[config.mk]
export PLATFORM = sky130hd
export DESIGN_NAME = dma_seq_stream
export DESIGN_NICKNAME = d
export VERILOG_FILES = /design/src/rtl/dseq_pkg.sv /design/src/rtl/dseq_regs.sv /design/src/rtl/dseq_fsm.sv /design/src/rtl/dseq_walker.sv /design/src/rtl/dma_seq_stream.sv
export SDC_FILE = /design/constraint.sdc
export NUM_CORES = 1
export LEC_CHECK = 0
export ABC_AREA = 1
export CORE_ASPECT_RATIO = 0.8
export CORE_MARGIN = 5
export CORE_UTILIZATION = 50
export DETAILED_ROUTE_END_ITERATION = 10
export PLACE_DENSITY_LB_ADDON = 0.3
export SETUP_SLACK_MARGIN = 0.4
export SYNTH_ARGS = -nofsm -noshare
export SYNTH_HDL_FRONTEND = slang
export SYNTH_SLANG_ARGS = --single-unit
[constraint.sdc]
create_clock -name clk -period 4.35 [get_ports clk]
set_input_delay 0.87 -clock clk [delete_from_list [all_inputs] [get_ports clk]]
set_output_delay 0.87 -clock clk [all_outputs]
set_load 0.005 [all_outputs]
[src/rtl/dseq_pkg.sv]
package dseq_pkg;

    typedef enum logic [1:0] {
        DIR_P2M = 2'd0,
        DIR_M2P = 2'd1,
        DIR_M2M = 2'd2,
        DIR_RSV = 2'd3
    } dir_e;

    typedef enum logic [2:0] {
        SEL_CTRL  = 3'd0,
        SEL_COUNT = 3'd1,
        SEL_PADDR = 3'd2,
        SEL_MEM0  = 3'd3,
        SEL_MEM1  = 3'd4
    } sel_e;

    typedef enum logic {
        ST_IDLE = 1'b0,
        ST_RUN  = 1'b1
    } state_e;

    // control word field positions
    localparam int unsigned CB_EN    = 0;
    localparam int unsigned CB_DIR   = 1;
    localparam int unsigned CB_WRAP  = 3;
    localparam int unsigned CB_PING  = 4;
    localparam int unsigned CB_MSTEP = 5;
    localparam int unsigned CB_PSTEP = 6;
    localparam int unsigned CB_PFIX  = 7;
    localparam int unsigned CB_MSIZE = 8;
    localparam int unsigned CB_PSIZE = 10;
    localparam int unsigned CB_TGT   = 12;

    typedef struct packed {
        dir_e       dir;
        logic       wrap;
        logic       ping;
        logic       mstep;
        logic       pstep;
        logic       pfix;
        logic [1:0] msize;
        logic [1:0] psize;
        logic       init_tgt;
    } ctl_t;

    function automatic logic [2:0] size_bytes(input logic [1:0] sz);
        case (sz)
            2'd0:    size_bytes = 3'd1;
            2'd1:    size_bytes = 3'd2;
            default: size_bytes = 3'd4;
        endcase
    endfunction

endpackage

[src/rtl/dseq_regs.sv]
module dseq_regs
    import dseq_pkg::*;
#(
    parameter int unsigned ADDR_W = 32,
    parameter int unsigned CNT_W  = 16
) (
    input  logic              clk,
    input  logic              rst_n,
    input  logic              wr_en,
    input  logic [2:0]        wr_sel,
    input  logic [ADDR_W-1:0] wr_data,
    input  logic              running,
    input  logic              cur_tgt,
    output ctl_t              ctl_q,
    output ctl_t              ctl_d,
    output logic [CNT_W-1:0]  cnt_q,
    output logic [ADDR_W-1:0] pbase_q,
    output logic [ADDR_W-1:0] m0_q,
    output logic [ADDR_W-1:0] m1_q,
    output logic              en_req,
    output logic              dis_req,
    output logic              clash
);

    logic is_ctl, is_cnt, is_pad, is_m0, is_m1;
    logic m0_ok, m1_ok;
    ctl_t ctl_dec;

    always_comb begin
        is_ctl = wr_en && (wr_sel == SEL_CTRL);
        is_cnt = wr_en && (wr_sel == SEL_COUNT);
        is_pad = wr_en && (wr_sel == SEL_PADDR);
        is_m0  = wr_en && (wr_sel == SEL_MEM0);
        is_m1  = wr_en && (wr_sel == SEL_MEM1);
    end

    // decode of a control word; mem-to-mem strips wrap and ping-pong
    always_comb begin
        ctl_dec.dir      = dir_e'(wr_data[CB_DIR +: 2]);
        ctl_dec.wrap     = wr_data[CB_WRAP] && (ctl_dec.dir != DIR_M2M);
        ctl_dec.ping     = wr_data[CB_PING] && (ctl_dec.dir != DIR_M2M);
        ctl_dec.mstep    = wr_data[CB_MSTEP];
        ctl_dec.pstep    = wr_data[CB_PSTEP];
        ctl_dec.pfix     = wr_data[CB_PFIX];
        ctl_dec.msize    = wr_data[CB_MSIZE +: 2];
        ctl_dec.psize    = wr_data[CB_PSIZE +: 2];
        ctl_dec.init_tgt = wr_data[CB_TGT];
    end

    always_comb begin
        ctl_d   = (is_ctl && !running) ? ctl_dec : ctl_q;
        en_req  = is_ctl && wr_data[CB_EN];
        dis_req = is_ctl && !wr_data[CB_EN] && running;
        clash   = running && ctl_q.ping &&
                  ((is_m0 && !cur_tgt) || (is_m1 && cur_tgt));
        m0_ok   = is_m0 && (!running || (ctl_q.ping && cur_tgt));
        m1_ok   = is_m1 && (!running || (ctl_q.ping && !cur_tgt));
    end

    always_ff @(posedge clk or negedge rst_n) begin
        if (!rst_n) begin
            ctl_q   <= '0;
            cnt_q   <= '0;
            pbase_q <= '0;
            m0_q    <= '0;
            m1_q    <= '0;
        end else begin
            ctl_q <= ctl_d;
            if (is_cnt && !running) cnt_q   <= wr_data[CNT_W-1:0];
            if (is_pad && !running) pbase_q <= wr_data;
            if (m0_ok)              m0_q    <= wr_data;
            if (m1_ok)              m1_q    <= wr_data;
        end
    end

    AST_FROZEN_WHILE_RUN: assert property (@(posedge clk) disable iff (!rst_n)
        running |=> ($stable(cnt_q) && $stable(pbase_q) && $stable(ctl_q)));

    AST_M2M_NO_WRAP: assert property (@(posedge clk) disable iff (!rst_n)
        (ctl_q.dir == DIR_M2M) |-> !(ctl_q.wrap || ctl_q.ping));

    AST_CLASH_DROPS_WRITE: assert property (@(posedge clk) disable iff (!rst_n)
        clash |=> ($stable(m0_q) && $stable(m1_q)));

endmodule

[src/rtl/dseq_fsm.sv]
module dseq_fsm
    import dseq_pkg::*;
(
    input  logic clk,
    input  logic rst_n,
    input  logic en_req,
    input  logic dis_req,
    input  logic clash,
    input  logic beat_done,
    input  logic last_item,
    input  logic wrap,
    input  logic cnt_nz,
    output logic running,
    output logic start,
    output logic advance
);

    state_e state_q, state_d;

    always_ff @(posedge clk or negedge rst_n) begin
        if (!rst_n) state_q <= ST_IDLE;
        else        state_q <= state_d;
    end

    always_comb begin
        state_d = state_q;
        unique case (state_q)
            ST_IDLE: begin
                if (en_req && cnt_nz) state_d = ST_RUN;
            end
            ST_RUN: begin
                if (dis_req || clash)                       state_d = ST_IDLE;
                else if (beat_done && last_item && !wrap)   state_d = ST_IDLE;
            end
        endcase
    end

    always_comb begin
        running = 1'b0;
        start   = 1'b0;
        advance = 1'b0;
        unique case (state_q)
            ST_IDLE: start = en_req && cnt_nz;
            ST_RUN: begin
                running = 1'b1;
                advance = beat_done && !dis_req && !clash;
            end
        endcase
    end

    AST_START_ARMS: assert property (@(posedge clk) disable iff (!rst_n)
        start |=> running);

    AST_CLASH_HALTS: assert property (@(posedge clk) disable iff (!rst_n)
        clash |=> !running);

    AST_LAST_HALTS: assert property (@(posedge clk) disable iff (!rst_n)
        (advance && last_item && !wrap) |=> !running);

    AST_WRAP_KEEPS: assert property (@(posedge clk) disable iff (!rst_n)
        (advance && last_item && wrap) |=> running);

endmodule

[src/rtl/dseq_walker.sv]
module dseq_walker
    import dseq_pkg::*;
#(
    parameter int unsigned ADDR_W = 32,
    parameter int unsigned CNT_W  = 16
) (
    input  logic              clk,
    input  logic              rst_n,
    input  logic              running,
    input  logic              start,
    input  logic              advance,
    input  logic              clash,
    input  ctl_t              ctl_q,
    input  ctl_t              ctl_d,
    input  logic [CNT_W-1:0]  cnt_q,
    input  logic [ADDR_W-1:0] pbase_q,
    input  logic [ADDR_W-1:0] m0_q,
    input  logic [ADDR_W-1:0] m1_q,
    input  logic [2:0]        clr_flags,
    output logic [ADDR_W-1:0] p_cur,
    output logic [ADDR_W-1:0] m_cur,
    output logic [CNT_W-1:0]  rem,
    output logic              tgt,
    output logic              last_item,
    output logic              wrap,
    output logic              f_half,
    output logic              f_done,
    output logic              f_err
);

    localparam logic [CNT_W-1:0]  ONE   = {{(CNT_W-1){1'b0}}, 1'b1};
    localparam int unsigned       PADW  = ADDR_W - 3;

    logic [CNT_W-1:0]  rem_nx;
    logic [ADDR_W-1:0] pstride, mstride;
    logic              tgt_flip;
    logic              half_hit, done_hit;

    always_comb begin
        wrap      = ctl_q.wrap || ctl_q.ping;
        last_item = (rem == ONE);
        rem_nx    = rem - ONE;
        tgt_flip  = tgt ^ ctl_q.ping;
        half_hit  = advance && (rem_nx == (cnt_q >> 1));
        done_hit  = advance && last_item;
        mstride   = ctl_q.mstep ? {{PADW{1'b0}}, size_bytes(ctl_q.msize)} : '0;
        if (!ctl_q.pstep)    pstride = '0;
        else if (ctl_q.pfix) pstride = {{PADW{1'b0}}, 3'd4};
        else                 pstride = {{PADW{1'b0}}, size_bytes(ctl_q.psize)};
    end

    always_ff @(posedge clk or negedge rst_n) begin
        if (!rst_n) begin
            p_cur <= '0;
            m_cur <= '0;
            rem   <= '0;
            tgt   <= 1'b0;
        end else if (start) begin
            p_cur <= pbase_q;
            m_cur <= ctl_d.init_tgt ? m1_q : m0_q;
            rem   <= cnt_q;
            tgt   <= ctl_d.init_tgt;
        end else if (advance) begin
            if (last_item && wrap) begin
                p_cur <= pbase_q;
                m_cur <= tgt_flip ? m1_q : m0_q;
                rem   <= cnt_q;
                tgt   <= tgt_flip;
            end else begin
                p_cur <= p_cur + pstride;
                m_cur <= m_cur + mstride;
                rem   <= rem_nx;
            end
        end
    end

    always_ff @(posedge clk or negedge rst_n) begin
        if (!rst_n) begin
            f_half <= 1'b0;
            f_done <= 1'b0;
            f_err  <= 1'b0;
        end else begin
            f_half <= half_hit || (f_half && !clr_flags[0]);
            f_done <= done_hit || (f_done && !clr_flags[1]);
            f_err  <= clash    || (f_err  && !clr_flags[2]);
        end
    end

    AST_IDLE_FROZEN: assert property (@(posedge clk) disable iff (!rst_n)
        (!start && !advance) |=> ($stable(rem) && $stable(p_cur) && $stable(m_cur)));

    AST_RUN_NONZERO: assert property (@(posedge clk) disable iff (!rst_n)
        running |-> (rem != '0));

    AST_TGT_HOLD: assert property (@(posedge clk) disable iff (!rst_n)
        (!start && !(advance && last_item)) |=> $stable(tgt));

    AST_ERR_STICKY: assert property (@(posedge clk) disable iff (!rst_n)
        (f_err && !clr_flags[2]) |=> f_err);

endmodule

[src/rtl/dma_seq_stream.sv]
module dma_seq_stream
    import dseq_pkg::*;
#(
    parameter int unsigned ADDR_W = 32,
    parameter int unsigned CNT_W  = 16
) (
    input  logic              clk,
    input  logic              rst_n,
    input  logic              wr_en,
    input  logic [2:0]        wr_sel,
    input  logic [ADDR_W-1:0] wr_data,
    input  logic              beat_done,
    input  logic [2:0]        clr_flags,
    output logic              enabled,
    output logic              cur_target,
    output logic [ADDR_W-1:0] periph_addr,
    output logic [ADDR_W-1:0] mem_addr,
    output logic [CNT_W-1:0]  items_left,
    output logic              flag_half,
    output logic              flag_done,
    output logic              flag_err
);

    ctl_t              ctl_q, ctl_d;
    logic [CNT_W-1:0]  cnt_q;
    logic [ADDR_W-1:0] pbase_q, m0_q, m1_q;
    logic              en_req, dis_req, clash;
    logic              running, start, advance;
    logic              last_item, wrap, tgt;

    dseq_regs #(.ADDR_W(ADDR_W), .CNT_W(CNT_W)) u_regs (
        .clk     (clk),
        .rst_n   (rst_n),
        .wr_en   (wr_en),
        .wr_sel  (wr_sel),
        .wr_data (wr_data),
        .running (running),
        .cur_tgt (tgt),
        .ctl_q   (ctl_q),
        .ctl_d   (ctl_d),
        .cnt_q   (cnt_q),
        .pbase_q (pbase_q),
        .m0_q    (m0_q),
        .m1_q    (m1_q),
        .en_req  (en_req),
        .dis_req (dis_req),
        .clash   (clash)
    );

    dseq_fsm u_fsm (
        .clk       (clk),
        .rst_n     (rst_n),
        .en_req    (en_req),
        .dis_req   (dis_req),
        .clash     (clash),
        .beat_done (beat_done),
        .last_item (last_item),
        .wrap      (wrap),
        .cnt_nz    (cnt_q != '0),
        .running   (running),
        .start     (start),
        .advance   (advance)
    );

    dseq_walker #(.ADDR_W(ADDR_W), .CNT_W(CNT_W)) u_walk (
        .clk       (clk),
        .rst_n     (rst_n),
        .running   (running),
        .start     (start),
        .advance   (advance),
        .clash     (clash),
        .ctl_q     (ctl_q),
        .ctl_d     (ctl_d),
        .cnt_q     (cnt_q),
        .pbase_q   (pbase_q),
        .m0_q      (m0_q),
        .m1_q      (m1_q),
        .clr_flags (clr_flags),
        .p_cur     (periph_addr),
        .m_cur     (mem_addr),
        .rem       (items_left),
        .tgt       (tgt),
        .last_item (last_item),
        .wrap      (wrap),
        .f_half    (flag_half),
        .f_done    (flag_done),
        .f_err     (flag_err)
    );

    assign enabled    = running;
    assign cur_target = tgt;

endmodule

==> metrics.txt, run 1 <==
type of the worst min-delay path=primary input to async pin; count leader, synth=nand2_1; Max H-tree Level=1; worst r2r src=u_regs.ctl_q[3]; Synth cell types=43; hold slack=roughly 0.45 ns; Slew headroom=around 44%; Core Area=roughly 24,000 um^2; post-cts resize count=0; leakage=roughly 7 nW; share of layout cells above drive strength 1=4.98%; setup slack at placement=0.946 ns; routability congestion estimate from global placement=0.965; R2R Path End=u_walk.m_cur[18]; Achievable Freq=0.339 GHz; Pwr per Cell Area=between 500 and 600 nW/um^2; CP Class=flip-flop to flip-flop; Mapped Area=about 12,000 um^2; Worst EP required=around 4.8 ns; row count=51; critical path peak fanout=5; Synth Warn #=0; TritonCTS clock tree=built; CTS clk-pin slew, worst paths=0.07 ns; largest family of logic cells by synthesized area=simple AND/OR/NAND/NOR gates; fin worst setup slack=between 1 and 1.5 ns; Data arrival, critical path=3.37 ns; Crit path top cell by count=nand2_1; Worst path max stage delay=between 0.4 and 0.5 ns; clk_lat worst skew=0.53 ns; grt ovf=0; area grow syn2layout=18.4%; commonest cells in the netlist=nand2_1 (592), dfrtp_1 (207), o21ai_0 (190); PortBufs=between 100 and 150; Pre-antenna DRT Iters=5; die width=185 um; Synth Area in Compound Gates=about 12%; Die Area=roughly 28,000 um^2; Final Max Tran Viols=0; DR DRC count=0; setup tns final=0 ns; ys flop type=dfrtp_1; Synth Area in Adders=under 10%; RSZ-0062 raised after global routing=no; Max Clock Skew=roughly 0.013 ns; number of enable flip-flop cells after synthesis=0; total CTS buffers=23; Avg WL per Cell=between 15 and 20 um; final worst-path cycle share=between 60% and 70%; Initial Util=around half; reg2reg path depth=14; synthesis-stage register bit count=207; r2r setup slk=1.40 ns; final setup vio count=0; max_cap viols=0; via/cell ratio=between 5 and 6; top cell type's share of synthesized area=between 40% and 50%; Util after Layout=~60%; routed vias=between 10,000 and 15,000; Yosys top cell by area=dfrtp_1; first-pass GRT wire length=63,900 um; die height=approximately 150 um; GRT Total Usage=between 20% and 30%; mean area per synthesized cell=between 6 and 7 um^2; status=finished clean; simple-gate portion of the synthesized area=about a third; Slew @ Worst Pin=between 0.8 and 0.9 ns; Filler Cell Count=about 2,300; Synth area leaders=dfrtp_1 (42%), nand2_1 (18%), o21ai_0 (7.7%); initial antenna violation count=1; Final Hold Vio Count=0; peak supply drop=0.000539 V; largest net degree at the start of global routing=95; clock sink total=207; post-CTS setup buffers=0; Bufs on Longest Clock Path=3; Crit-path slowest cell=fa_1; antenna cell count=0; Tmin final=~3 ns; sequential fraction of the synthesis area=a little over two fifths; CP cell instances=nor3b_1 > ha_1 > inv_1 > fa_1 > inv_1 > nand2_1 > nand2_1 > nand2_1 > nor2_1 > nand3_1 > o21ai_0 > nand3_1 > a21oi_1 > nor2_1; vias in the first global route=between 10,000 and 15,000; Final HPWL DP=approximately 30,000 um; Root Buffer=clkbuf_16; fraction of synthesized area in multiplexers=less than 1%; nets=1,924; ANT nets after route=0; startpoint types=flip-flop; DRT iter0 DRCs=around 1,300; Synth async-reset ratio=100%; Gate Count Post-Synth=approximately 1,800; I/O Pins=127; hold buffers post-CTS=0; Routed WL=a little over 40,000 um; Synth Area in XOR/XNOR=about 2.3%; Syn Nets=1,823; Worst Setup End Kind=flip-flop
[critical path, delay by kind of cell, from the launching register on]
family          cells  cell delay (ns)
simple gates        8             1.29
compound gates      2             0.41
flops               1             0.40
fa+ha+maj           2             0.62
buf+inv             2             0.13
[per-layer routing]
layer / up-vias / part of all wire, % / routed length [um] / track usage, %
li1: 5853 / - / - / -
met2: 566 / 40 / 16400 / 40.3
met1: 5778 / 46 / 18900 / 45.3
met5: - / 0.032 / 13 / 0
met3: 73 / 11 / 4590 / 8.33
met4: 2 / 2.8 / 1150 / 8.18
[layout make-up]
cell class	instances	area, um^2	area share, %
multi-input combinational	1301	6040	41.5
clock inverter	11	118	0.808
timing repair buffer	145	1450	9.93
inverter	192	721	4.95
clock buffer	31	656	4.50
tap	318	398	2.73
sequential	207	5180	35.6
[flip-flops by register name, summed over array words and instances (netlist names)]
signal / flops
u_walk.p_cur: 32
u_walk.f_done: 1
u_walk.tgt: 1
u_regs.m1_q: 32
u_walk.f_err: 1
u_regs.ctl_q: 10
u_regs.cnt_q: 16
u_walk.f_half: 1
u_regs.pbase_q: 32
u_walk.rem: 16
u_regs.m0_q: 32
u_fsm.state_q: 1
u_walk.m_cur: 32
[power breakdown]
group          total (W)  switching, W  internal (W)
sequential       0.00335      0.000827       0.00252
combinational    0.00311       0.00176       0.00135
clock            0.00201      0.000831       0.00118
total            0.00848       0.00342       0.00506
[metrics by stage]
| stage | cell area [um^2] | instances | power (W) |
|---|---|---|---|
| 6_report | 14600 | 2205 | 0.00848 |
| 5_1_grt | 14600 | 2205 | 0.00904 |
| 4_1_cts | 14600 | 2205 | 0.00846 |
| 3_5_place_dp | 13800 | 2163 | 0.00642 |
| 3_3_place_gp | 13800 | 2163 | 0.00636 |
| 2_1_floorplan | 12300 | 1769 | 0.00496 |
[how the worst max path moves through the flow]
stage | slack [ns] | endpoint | depth (start not counted) | from
6_report | 1.40 | u_walk.m_cur[18] | 14 | u_regs.ctl_q[3]
5_1_grt | 1.07 | u_walk.m_cur[18] | 14 | u_regs.ctl_q[4]
4_1_cts | 1.46 | u_walk.m_cur[18] | 14 | u_regs.ctl_q[4]
3_5_place_dp | 0.95 | u_walk.p_cur[12] | 11 | wr_en
3_3_place_gp | 1.0 | u_walk.rem[0] | 11 | wr_en
2_1_floorplan | 2.10 | u_walk.m_cur[20] | 14 | u_regs.ctl_q[3]
[placed cells by master, fill, tap and decap left out, drive strengths merged]
| cell type | count |
|---|---|
| a21boi | 1 |
| nand3b | 9 |
| xor2 | 26 |
| nor4 | 2 |
| and2 | 1 |
| nand4 | 15 |
| inv | 194 |
| fa | 2 |
| clkinvlp | 2 |
| a21oi | 37 |
| buf | 19 |
| nor3 | 43 |
| dfrtp | 207 |
| clkinv | 5 |
| o211ai | 23 |
| clkdlybuf4s50 | 125 |
| clkbuf | 32 |
| bufinv | 2 |
| nor2 | 174 |
| o21ai | 218 |
| or2 | 9 |
| nor3b | 2 |
| nand2 | 599 |
| o21a | 1 |
| xnor2 | 6 |
| ha | 10 |
| nand3 | 115 |
| a31oi | 6 |
| o22ai | 1 |
| mux2i | 1 |
[cells by family (layout without fill, tap and decap cells)]
logic type / after synthesis / after routing
and+or+nand+nor: 969 / 969
AOI/OAI and AO/OA: 287 / 287
buffers and inverters: 261 / 379
DFF: 207 / 207
xor gates and xnor gates: 32 / 32
adders and majority gates: 12 / 12
muxes: 1 / 1
Note: power is estimated with default switching activity, not from simulation.
==> run 2, diff against run 1 <==
Clock period 4.35 ns to 2.54 ns, I/O delays scaled along.
==> run 2 against run 1 <==
  * Die area stayed put
  * Register-to-register slack worse by 1.2 ns
  * Clock power grew 67%
  * Routed wire length grew 9.3%
  * Clock-buffer cell count down 2
  * Sequential share of layout area fell by 3.3 points
==> metrics.txt, run 2 (synthesis results as in run 1) <==
status=finished clean; Inst Count DP=about 2,200; leakage=7.65 nW; reg2reg path depth=14; Pint=~0.0089 W; global route hottest layer=met1; Bufs on Longest Clock Path=3; total CTS buffers=23; DRT iter0 DRCs=roughly 1,500; clk_lat worst skew=roughly 0.54 ns; combinational fraction of design power=approximately two fifths; CTS clk-pin slew, worst paths=0.06 ns; I/O Pins=between 100 and 150; Sw Ratio=between 40% and 50%; via/cell ratio=between 5 and 6; area grow syn2layout=30.9%; Routed WL=approximately 45,000 um; final worst-path cycle share=around 93%; row count=51; initial antenna violation count=2; Worst path max stage delay=slightly above 0.4 ns; TritonCTS clock tree=built; Crit-path slowest cell=dfrtp_1; Final Hold Vio Count=0; routability congestion estimate from global placement=a little over 1; vias in the first global route=about 12,000; critical path peak fanout=4; Max Clock Skew=around 0.014 ns; Slew @ Worst Pin=0.626 ns; most frequent cells in the layout=nand2_1 (561), dfrtp_1 (194), o21ai_0 (178), inv_1 (174), nor2_1 (146); dpl cell area=around 14,000 um^2; Worst Setup End Kind=flip-flop; type of the worst min-delay path=flip-flop to flip-flop; CP Class=flip-flop to flip-flop; Pwr per Cell Area=~950 nW/um^2; DR DRC count=0; PortBufs=roughly 130; die width=~190 um; max_cap viols=0; post-route cell area=16,100 um^2; share of layout cells above drive strength 1=between 10% and 20%; grt ovf=0; Slew headroom=58.3%; largest net degree at the start of global routing=65; routed vias=12,800; Flop pwr share=a little under two fifths; r2r setup slk=about 0.19 ns; Worst Hold Launch=u_regs.m1_q[30]; Max H-tree Level=1; Hold Path Sink=u_regs.m1_q[30]; Die Area=around 28,000 um^2; GRT Total Usage=around a third; ANT nets after route=0; CP cell instances=nor3b_2 > ha_2 > inv_2 > fa_2 > inv_2 > nand2_4 > nand2_4 > nand2_4 > nor2_4 > nand3_2 > o21ai_2 > nand3_2 > a21oi_2 > nor2_1; clock power share=between 20% and 30%; Crit path top cell by count=nand2_4; Pre-antenna DRT Iters=5; WHS Path Cells=2; setup tns final=0 ns; commonest non-fill, non-tap cell in the layout=nand2_1; first-pass GRT wire length=approximately 68,000 um; Switching Power=between 0.006 and 0.007 W; GR Util met3=under 10%; Final HPWL DP=~33,000 um; peak supply drop=roughly 0.00058 V; final setup vio count=0; RSZ-0062 raised after global routing=yes; startpoint types=flip-flop; Tmin final=2.35 ns; Core Area=24,200 um^2; R2R Path End=u_walk.m_cur[18]; Finished Layout Cells=between 2,000 and 2,500; die height=between 150 and 200 um; met2 Use GR=42.9%; Avg WL per Cell=a little under 20 um; Data arrival, critical path=about 2.8 ns; nets=2,010; Root Buffer=clkbuf_16; hold slack=~0.48 ns; Final Max Tran Viols=0; Initial Util=between 50% and 60%; delay-heaviest family, CP=simple AND/OR/NAND/NOR gates; Worst EP required=between 2 and 3 ns; met1 usage in global routing=49.0%; worst r2r src=u_regs.ctl_q[4]; Achievable Freq=0.425 GHz; clock sink total=between 200 and 250; WP buf/inv=2
-- run 2: changes by cell type in the layout (fill, tap and decap cells not counted), sizes merged --
cell / change
buf: +85
bufinv: -1
clkbuf: -2
clkinv: +4
clkinvlp: +1
diode: +1
dlygate4sd3: +1
inv: -2
-- run 2: power groups by stage --
stage | clock, W | combinational (W) | sequential (W)
after floorplan | 0 | 0.00325 | 0.00525
after global placement | 0 | 0.00554 | 0.00565
after detailed placement | 0 | 0.00563 | 0.00566
after CTS | 0.00336 | 0.00583 | 0.00565
after global routing | 0.00351 | 0.00683 | 0.00589
final | 0.00335 | 0.00619 | 0.00576
-- run 2: layer usage --
metal	wire length, um	vias to the layer above
li1	-	6036
met3	5450	65
met5	11	-
met4	977	2
met2	18200	658
met1	20300	6055
-- run 2: how the worst max path moves through the flow --
stage / start / end / slack (ns) / cells after the start
after floorplan: u_regs.ctl_q[3] / u_walk.m_cur[20] / 0.38 / 14
after global placement: wr_sel[0] / u_walk.m_cur[20] / 0.01 / 12
final: u_regs.ctl_q[4] / u_walk.m_cur[18] / 0.19 / 14
after global routing: u_regs.ctl_q[4] / u_walk.m_cur[16] / 0.04 / 15
after CTS: u_regs.ctl_q[4] / u_walk.m_cur[18] / 0.18 / 14
after detailed placement: wr_sel[1] / u_walk.m_cur[20] / -0.06 / 12
-- run 2: final cells by class --
| class | count | area (um^2) |
|---|---|---|
| Tap cell | 318 | 398 |
| Timing Repair Buffer | 231 | 2340 |
| Inverter | 192 | 734 |
| Clock buffer | 29 | 628 |
| Antenna cell | 1 | 2.50 |
| Multi-Input combinational cell | 1301 | 6680 |
| Sequential cell | 207 | 5200 |
| Fill cell | 2114 | 8150 |
| Clock inverter | 13 | 114 |
-- run 2: metrics by stage --
stage | total power [W] | setup slack [ns] | util, %
6_report | 0.0153 | 0.187 | 66.4
5_1_grt | 0.0162 | 0.0382 | 66.4
4_1_cts | 0.0148 | 0.184 | 64.0
3_5_place_dp | 0.0113 | -0.0597 | 59.1
3_3_place_gp | 0.0112 | 0.0105 | 59.1
2_1_floorplan | 0.00850 | 0.379 | -
-- run 2: what timing repair did --
| action | CTS | global route |
|---|---|---|
| endpoints found under the setup margin | 49 | 73 |
| resized for setup | 92 | 113 |
| pin swaps | 36 | 56 |
| hold endpoints to repair | 20 | 0 |
| buffers inserted | 17 | 16 |
| hold buffers | 1 | 0 |
-- run 2: tightest hold or removal path: stages, from the launching register on --
cell and delay, ns:
dfrtp_1 0.34, nand2_1 0.05, o21ai_0 0.06
